`config.mk`:
```
export PLATFORM = sky130hd
export DESIGN_NAME = uwire_eeprom
export DESIGN_NICKNAME = d
export VERILOG_FILES = /design/src/rtl/uwe_pkg.sv /design/src/rtl/uwe_sync.sv /design/src/rtl/uwe_timer.sv /design/src/rtl/uwe_array.sv /design/src/rtl/uwe_ctrl.sv /design/src/rtl/uwire_eeprom.sv
export SDC_FILE = /design/constraint.sdc
export NUM_CORES = 2
export LEC_CHECK = 0
export CAP_MARGIN = 20
export CELL_PAD_IN_SITES_DETAIL_PLACEMENT = 0
export CELL_PAD_IN_SITES_GLOBAL_PLACEMENT = 2
export CORE_MARGIN = 3
export CORE_UTILIZATION = 52
export CTS_CLUSTER_DIAMETER = 100
export DETAILED_ROUTE_END_ITERATION = 10
export PLACE_DENSITY_LB_ADDON = 0.2
export SLEW_MARGIN = 10
export SYNTH_ARGS = -nofsm -noshare
export SYNTH_HDL_FRONTEND = slang
export SYNTH_SLANG_ARGS = --single-unit
```
`constraint.sdc`:
```
create_clock -name clk -period 125.3 [get_ports clk]
set_clock_uncertainty 0.1 [all_clocks]
set_input_delay 25.06 -clock clk [delete_from_list [all_inputs] [get_ports clk]]
set_output_delay 25.06 -clock clk [all_outputs]
set_load 0.05 [all_outputs]
```
`src/rtl/uwe_pkg.sv`:
```
package uwe_pkg;
  localparam int OP_BITS = 2;

  typedef enum logic [2:0] {
    ST_IDLE, ST_START, ST_OPC, ST_FIELD, ST_DATA, ST_ARMED, ST_READ, ST_HOLD
  } uwe_state_e;

  typedef enum logic [1:0] {
    OP_SPECIAL = 2'b00, OP_WRITE = 2'b01, OP_READ = 2'b10, OP_ERASE = 2'b11
  } uwe_op_e;

  typedef enum logic [1:0] {
    SP_WDS = 2'b00, SP_WRAL = 2'b01, SP_ERAL = 2'b10, SP_WEN = 2'b11
  } uwe_spec_e;
endpackage

```
`src/rtl/uwe_sync.sv`:
```
module uwe_sync #(
  parameter int W = 3
) (
  input  logic         clk,
  input  logic         rst_n,
  input  logic [W-1:0] a_i,
  output logic [W-1:0] s_o
);
  for (genvar g = 0; g < W; g++) begin : g_bit
    logic meta_q, stab_q;
    always_ff @(posedge clk or negedge rst_n) begin
      if (!rst_n) begin
        meta_q <= 1'b0;
        stab_q <= 1'b0;
      end else begin
        meta_q <= a_i[g];
        stab_q <= meta_q;
      end
    end
    assign s_o[g] = stab_q;
  end
endmodule

```
`src/rtl/uwe_timer.sv`:
```
module uwe_timer #(
  parameter int PROG_CYCLES = 800
) (
  input  logic clk,
  input  logic rst_n,
  input  logic start_i,
  output logic busy_o
);
  localparam int TW = $clog2(PROG_CYCLES + 1);
  logic [TW-1:0] cnt_q, cnt_d;

  always_comb begin
    cnt_d = cnt_q;
    if (start_i)              cnt_d = TW'(PROG_CYCLES);
    else if (cnt_q != '0)     cnt_d = cnt_q - 1'b1;
  end

  always_ff @(posedge clk or negedge rst_n) begin
    if (!rst_n) cnt_q <= '0;
    else        cnt_q <= cnt_d;
  end

  assign busy_o = (cnt_q != '0);
endmodule

```
`src/rtl/uwe_array.sv`:
```
module uwe_array #(
  parameter int AW = 7,
  parameter int DW = 16
) (
  input  logic          clk,
  input  logic          rst_n,
  input  logic          we_i,
  input  logic          all_i,
  input  logic [AW-1:0] waddr_i,
  input  logic [DW-1:0] wdata_i,
  input  logic [AW-1:0] raddr_i,
  output logic [DW-1:0] rdata_o
);
  localparam int DEPTH = 1 << AW;
  logic [DW-1:0] mem_q [DEPTH];

  always_ff @(posedge clk or negedge rst_n) begin
    if (!rst_n) begin
      for (int i = 0; i < DEPTH; i++) mem_q[i] <= '1;
    end else if (we_i) begin
      for (int i = 0; i < DEPTH; i++)
        if (all_i || (waddr_i == AW'(i))) mem_q[i] <= wdata_i;
    end
  end

  assign rdata_o = mem_q[raddr_i];
endmodule

```
`src/rtl/uwe_ctrl.sv`:
```
module uwe_ctrl
  import uwe_pkg::*;
#(
  parameter int AW = 7,
  parameter int DW = 16
) (
  input  logic          clk,
  input  logic          rst_n,
  input  logic          cs_i,
  input  logic          sk_rise_i,
  input  logic          di_i,
  input  logic          busy_i,
  input  logic [DW-1:0] rd_data_i,
  output logic [AW-1:0] rd_addr_o,
  output logic          prog_start_o,
  output logic          prog_all_o,
  output logic [AW-1:0] prog_addr_o,
  output logic [DW-1:0] prog_data_o,
  output logic          wen_o,
  output logic          start_acc_o,
  output logic          do_o,
  output logic          do_oe_o
);
  localparam int FW = AW + 1;
  localparam int CW = $clog2(DW + FW);

  uwe_state_e    state_q, state_d;
  logic [CW-1:0] cnt_q, cnt_d;
  logic [1:0]    op_q, op_d;
  logic [FW-1:0] fld_q, fld_d, fld_nx;
  logic [DW-1:0] data_q, data_d, rd_sh;
  logic [AW-1:0] addr_q, addr_d;
  logic          wen_q, wen_d, stat_q, stat_d, all_q, all_d;
  logic          do_q, do_d, oe_q, oe_d;

  always_comb begin
    state_d = state_q; cnt_d = cnt_q; op_d = op_q; fld_d = fld_q;
    data_d = data_q; addr_d = addr_q; wen_d = wen_q; stat_d = stat_q;
    all_d = all_q; do_d = do_q;
    start_acc_o = 1'b0;
    prog_start_o = 1'b0;
    fld_nx = {fld_q[FW-2:0], di_i};
    rd_sh = rd_data_i << cnt_q;
    if (!cs_i) begin
      state_d = ST_IDLE;
      cnt_d = '0;
      if (state_q == ST_ARMED) begin
        prog_start_o = 1'b1;
        stat_d = 1'b1;
      end
    end else if (state_q == ST_IDLE) begin
      state_d = ST_START;
    end else if (sk_rise_i) begin
      unique case (state_q)
        ST_START: if (di_i && !busy_i) begin
          state_d = ST_OPC; cnt_d = '0; stat_d = 1'b0; start_acc_o = 1'b1;
        end
        ST_OPC: begin
          op_d = {op_q[0], di_i};
          cnt_d = cnt_q + 1'b1;
          if (cnt_q == CW'(OP_BITS - 1)) begin state_d = ST_FIELD; cnt_d = '0; end
        end
        ST_FIELD: begin
          fld_d = fld_nx;
          cnt_d = cnt_q + 1'b1;
          if (cnt_q == CW'(FW - 1)) begin
            cnt_d = '0;
            state_d = ST_HOLD;
            all_d = 1'b0;
            unique case (op_q)
              OP_READ:  begin state_d = ST_READ; do_d = 1'b0; addr_d = fld_nx[AW-1:0]; end
              OP_WRITE: if (wen_q) state_d = ST_DATA;
              OP_ERASE: if (wen_q) begin state_d = ST_ARMED; data_d = '1; end
              default: unique case (fld_nx[FW-1 -: 2])
                SP_WEN:  wen_d = 1'b1;
                SP_WDS:  wen_d = 1'b0;
                SP_WRAL: if (wen_q) begin state_d = ST_DATA; all_d = 1'b1; end
                default: if (wen_q) begin state_d = ST_ARMED; data_d = '1; all_d = 1'b1; end
              endcase
            endcase
          end
        end
        ST_DATA: begin
          data_d = {data_q[DW-2:0], di_i};
          cnt_d = cnt_q + 1'b1;
          if (cnt_q == CW'(DW - 1)) begin state_d = ST_ARMED; cnt_d = '0; end
        end
        ST_READ: begin
          do_d = rd_sh[DW-1];
          cnt_d = cnt_q + 1'b1;
          if (cnt_q == CW'(DW - 1)) begin cnt_d = '0; addr_d = addr_q + 1'b1; end
        end
        default: ;
      endcase
    end
    if (state_d == ST_START && stat_d) do_d = !busy_i;
    oe_d = cs_i && ((state_d == ST_READ) || (state_d == ST_START && stat_d));
  end

  always_ff @(posedge clk or negedge rst_n) begin
    if (!rst_n) begin
      state_q <= ST_IDLE; cnt_q <= '0; op_q <= '0; fld_q <= '0;
      data_q <= '0; addr_q <= '0; wen_q <= 1'b0; stat_q <= 1'b0;
      all_q <= 1'b0; do_q <= 1'b0; oe_q <= 1'b0;
    end else begin
      state_q <= state_d; cnt_q <= cnt_d; op_q <= op_d; fld_q <= fld_d;
      data_q <= data_d; addr_q <= addr_d; wen_q <= wen_d; stat_q <= stat_d;
      all_q <= all_d; do_q <= do_d; oe_q <= oe_d;
    end
  end

  assign rd_addr_o   = addr_q;
  assign prog_all_o  = all_q;
  assign prog_addr_o = fld_q[AW-1:0];
  assign prog_data_o = data_q;
  assign wen_o       = wen_q;
  assign do_o        = do_q;
  assign do_oe_o     = oe_q;
endmodule

```
`src/rtl/uwire_eeprom.sv`:
```
module uwire_eeprom #(
  parameter int ADDR_W      = 7,
  parameter int DATA_W      = 16,
  parameter int PROG_CYCLES = 800
) (
  input  logic clk,
  input  logic rst_n,
  input  logic cs_i,
  input  logic sk_i,
  input  logic di_i,
  output logic do_o,
  output logic do_oe_o
);
  logic [1:0] rst_sq;
  logic       rst_ns;
  always_ff @(posedge clk or negedge rst_n) begin
    if (!rst_n) rst_sq <= 2'b00;
    else        rst_sq <= {rst_sq[0], 1'b1};
  end
  assign rst_ns = rst_sq[1];

  logic [2:0] pins_s;
  logic cs_s, sk_s, di_s, sk_prev_q, sk_rise;
  uwe_sync #(.W(3)) u_sync (
    .clk(clk), .rst_n(rst_ns), .a_i({cs_i, sk_i, di_i}), .s_o(pins_s)
  );
  assign {cs_s, sk_s, di_s} = pins_s;

  always_ff @(posedge clk or negedge rst_ns) begin
    if (!rst_ns) sk_prev_q <= 1'b0;
    else         sk_prev_q <= sk_s;
  end
  assign sk_rise = sk_s && !sk_prev_q;

  logic [ADDR_W-1:0] rd_addr, prog_addr;
  logic [DATA_W-1:0] rd_data, prog_data;
  logic prog_start, prog_all, busy, wen, start_acc;

  uwe_ctrl #(.AW(ADDR_W), .DW(DATA_W)) u_ctrl (
    .clk(clk), .rst_n(rst_ns), .cs_i(cs_s), .sk_rise_i(sk_rise), .di_i(di_s),
    .busy_i(busy), .rd_data_i(rd_data), .rd_addr_o(rd_addr),
    .prog_start_o(prog_start), .prog_all_o(prog_all), .prog_addr_o(prog_addr),
    .prog_data_o(prog_data), .wen_o(wen), .start_acc_o(start_acc),
    .do_o(do_o), .do_oe_o(do_oe_o)
  );

  uwe_timer #(.PROG_CYCLES(PROG_CYCLES)) u_timer (
    .clk(clk), .rst_n(rst_ns), .start_i(prog_start), .busy_o(busy)
  );

  uwe_array #(.AW(ADDR_W), .DW(DATA_W)) u_array (
    .clk(clk), .rst_n(rst_ns), .we_i(prog_start), .all_i(prog_all),
    .waddr_i(prog_addr), .wdata_i(prog_data), .raddr_i(rd_addr), .rdata_o(rd_data)
  );
endmodule

```
==> flow_metrics.py <==
metrics = {
    "route": {
        "first_iter_violations": 4878,
        "vias": 58400,
        "post_drt_wl_per_cell_microns": 31.56,
        "drt_first_pass_iters": 6,
        "wirelength_microns": 288900,
        "viasPerCell": 6.380,
        "drc": 0,
        "antenna_left": 0,
    },
    "cts": {
        "cts_setup_buffers": 0,
        "cts_tree": "done",
        "post_cts_resized": 0,
        "clkLatencyLatePin_ns": 0.87,
        "htree_levels": 4,
        "cts_buffer_depth": 3,
        "cts-root-buf": "clkbuf_16",
        "numClockSinks": 2112,
        "cts_hold_buf": 0,
        "clk_pin_slew_ns": 0.06,
        "cts_made_buffers": 223,
    },
    "pwr": {
        "vdd_drop_max_mv": 0.01865,
        "total_power_mw": 1.380,
        "p_leak_nw": 42.56,
        "p_per_area_nw_per_um2": 12.47,
    },
    "global_route": {
        "grt_max_degree": 189,
        "overflow": 0,
        "grt_pass1_vias": 59690,
        "grt_pass1_wl_microns": 424200,
        "grtUsageTotal_pct": 29.09,
        "grt_antenna_before_repair": 10,
    },
    "timing": {
        "slew_headroom_pct": 20.70,
        "period_share_pct": 21.69,
        "tightest_slew_ns": 1.188,
        "fmax_mhz": 36.80,
        "hold_viol": 0,
        "fin_crit_ns": 27.17,
        "slew_violations": 0,
        "grt_setup_unrepaired": "false",
        "fin_tns_setup_ns": 0,
        "final-setup-viol-count": 0,
        "worst_slack_ns": 98.13,
    },
    "critical_path": {
        "critical_path_arrival_ns": 2.01,
        "crit_chain": "clkdlybuf4s50_1",
        "cpMaxStageDelayCell": "clkdlybuf4s50_1",
        "startpoint_type": "flop",
        "crit_type": "flop to output pin",
        "slowest_delay_ns": 0.81,
        "crit_path_max_fanout": 1,
        "path_delay_family": "buffers and inverters",
        "end_kind": "output pin",
        "worstPathRequired_ns": 100.14,
        "path_buf_inv": 1,
    },
    "final_layout": {
        "fill_cells": 14830,
        "drive_gt1_share_pct": 79.13,
        "fin_util_pct": 58.01,
        "final_nets": 6469,
        "area_growth_pct": 10.41,
    },
    "logic_synthesis": {
        "yosysTopAreaCell": "dfstp_2",
        "syn-num-nets": 6589,
        "synth_seq_cells": 2112,
        "synth_most_common_cell": "mux2_2",
        "netlist_area_sq_um": 100200,
        "yosysTopAreaCellShare_pct": 53.69,
        "yosysUniqueCellTypes": 74,
        "async_reset_ff_share_pct": 100.0,
        "yosys-top-cells-area": "dfstp_2 54%, mux2_2 23%, mux4_2 8.1%",
        "yosysSeqAreaShare_pct": 55.28,
        "synth_cells": 6570,
        "yosysWarnings": 0,
        "syn_avg_cell_area_sq_um": 15.26,
        "synth_edf_count": 0,
        "synth_ff_type": "dfstp_2",
        "synthTopCellsByCount": "2065 x mux2_2, 2048 x dfstp_2, 361 x mux4_2",
    },
    "placed_design": {
        "post-place-ws_ns": 98.99,
        "hpwl_microns": 173100,
        "globalplace.congestion": 0.8574,
        "portBuffers": 6,
    },
    "floorplanning": {
        "die_x_microns": 445.0,
        "core-area_sq_um": 190800,
        "fp.dieH_microns": 445.0,
        "start_util_pct": 52.54,
        "rows": 160,
        "ios": 7,
        "dieArea_sq_um": 198100,
    },
    "outcome": {
        "outcome": "finished clean",
    },
    "min_path": {
        "hold_path_class": "flop to flop",
    },
    "run": {
        "max_cap_violations": 0,
    },
}
-- sequential cells by signal, indices dropped and copies added, names as in the netlist --
register / flops
u_ctrl.op_q: 2
u_ctrl.rd_addr_o: 7
u_ctrl.do_o: 1
u_ctrl.do_oe_o: 1
u_ctrl.state_q: 3
u_timer.cnt_q: 10
u_sync.g_bit.stab_q: 3
u_ctrl.stat_q: 1
u_ctrl.wen_o: 1
sk_prev_q: 1
u_sync.g_bit.meta_q: 3
u_ctrl.cnt_q: 5
u_array.mem_q: 2048
rst_sq: 2
u_ctrl.fld_q: 7
u_ctrl.prog_all_o: 1
u_ctrl.prog_data_o: 16
-- layout by cell type, fill, tap and decap left out, types with 25 or more instances in the layout --
master,n
a21oi_1,187
o22ai_1,30
mux2_2,2065
mux2i_1,301
clkinv_2,28
a22oi_1,99
o21ai_0,58
nor2_2,109
clkbuf_8,72
clkbuf_16,226
nand3_1,36
nor2_1,85
dfstp_2,2048
buf_4,229
clkbuf_1,59
nand2_1,99
dfrtp_1,40
a211oi_1,25
mux4_2,361
mux4_1,37
a221oi_1,42
-- report_power, final --
group / total, mW / internal, mW / switching, mW
clock network: 0.677 / 0.400 / 0.277
logic: 0.0157 / 0.00162 / 0.0140
registers: 0.687 / 0.686 / 0.000790
-- worst paths after layout --
kind	start	end	slack, ns	depth (start not counted)
max	u_ctrl.do_oe_o	do_oe_o	98.13	1
max reg2reg	u_ctrl.rd_addr_o[0]	u_ctrl.do_o	118.90	12
min reg2reg	rst_sq[0]	rst_sq[1]	0.25	0
min	rst_sq[0]	rst_sq[1]	0.25	0
min in group asynchronous	rst_sq[1]	u_array.mem_q[1626]	0.57	0
max in group asynchronous	rst_n	rst_sq[1]	100.69	1
-- layout make-up --
type | instances | area [sq um] | area share, %
Sequential cell | 2112 | 55500 | 50.15
Multi-Input combinational cell | 3829 | 42030 | 37.98
Clock buffer | 357 | 6868 | 6.205
Tap cell | 2511 | 3142 | 2.839
Timing Repair Buffer | 266 | 2333 | 2.108
Clock inverter | 55 | 710.7 | 0.6421
Inverter | 18 | 72.57 | 0.06557
Antenna cell | 6 | 15.01 | 0.01357
-- stage by stage --
step           cell area [sq um]  cells  hold WS (ns)
6_report                  110700   9154        0.2528
5_1_grt                   110700   9150        0.2657
2_1_floorplan             100200   6570        0.2312
3_3_place_gp              102700   8713        0.2474
3_5_place_dp              102900   8725        0.2388
4_1_cts                   110500   9137        0.2564
-- worst reg2reg max path, cell delays in order, from the launching register on --
cell and delay (ns):
dfrtp_4 0.91, buf_4 0.82, buf_12 0.52, buf_12 0.64
mux4_2 0.77, a22o_1 0.25, a211oi_1 0.55, a211oi_1 0.28
nor3_1 0.54, a211o_1 0.17, o21ai_0 0.08, o2111ai_1 0.37
o2111ai_1 0.24
-- kinds of logic after synthesis --
| kind of cell | after synthesis | share of synthesized area, % |
|---|---|---|
| compound gates | 592 | 3.943 |
| xor+xnor | 6 | 0.05243 |
| fa+ha+maj | 14 | 0.1748 |
| buf+inv | 629 | 3.204 |
| flops | 2112 | 55.28 |
| mux | 2764 | 35.29 |
| other cells | 1 | 0.003741 |
| simple gates | 452 | 2.052 |
-- layer usage --
layer	wire length (microns)	vias up	GRT usage (%)	part of all wire, %
met5	52	-	0	0.018
met4	9548	8	9.033	3.3
met3	16720	493	4.984	5.8
met2	130400	1639	43.82	45
met1	132200	32090	43.19	46
li1	-	24170	-	-
No activity file was read; power rests on OpenSTA's default activity.
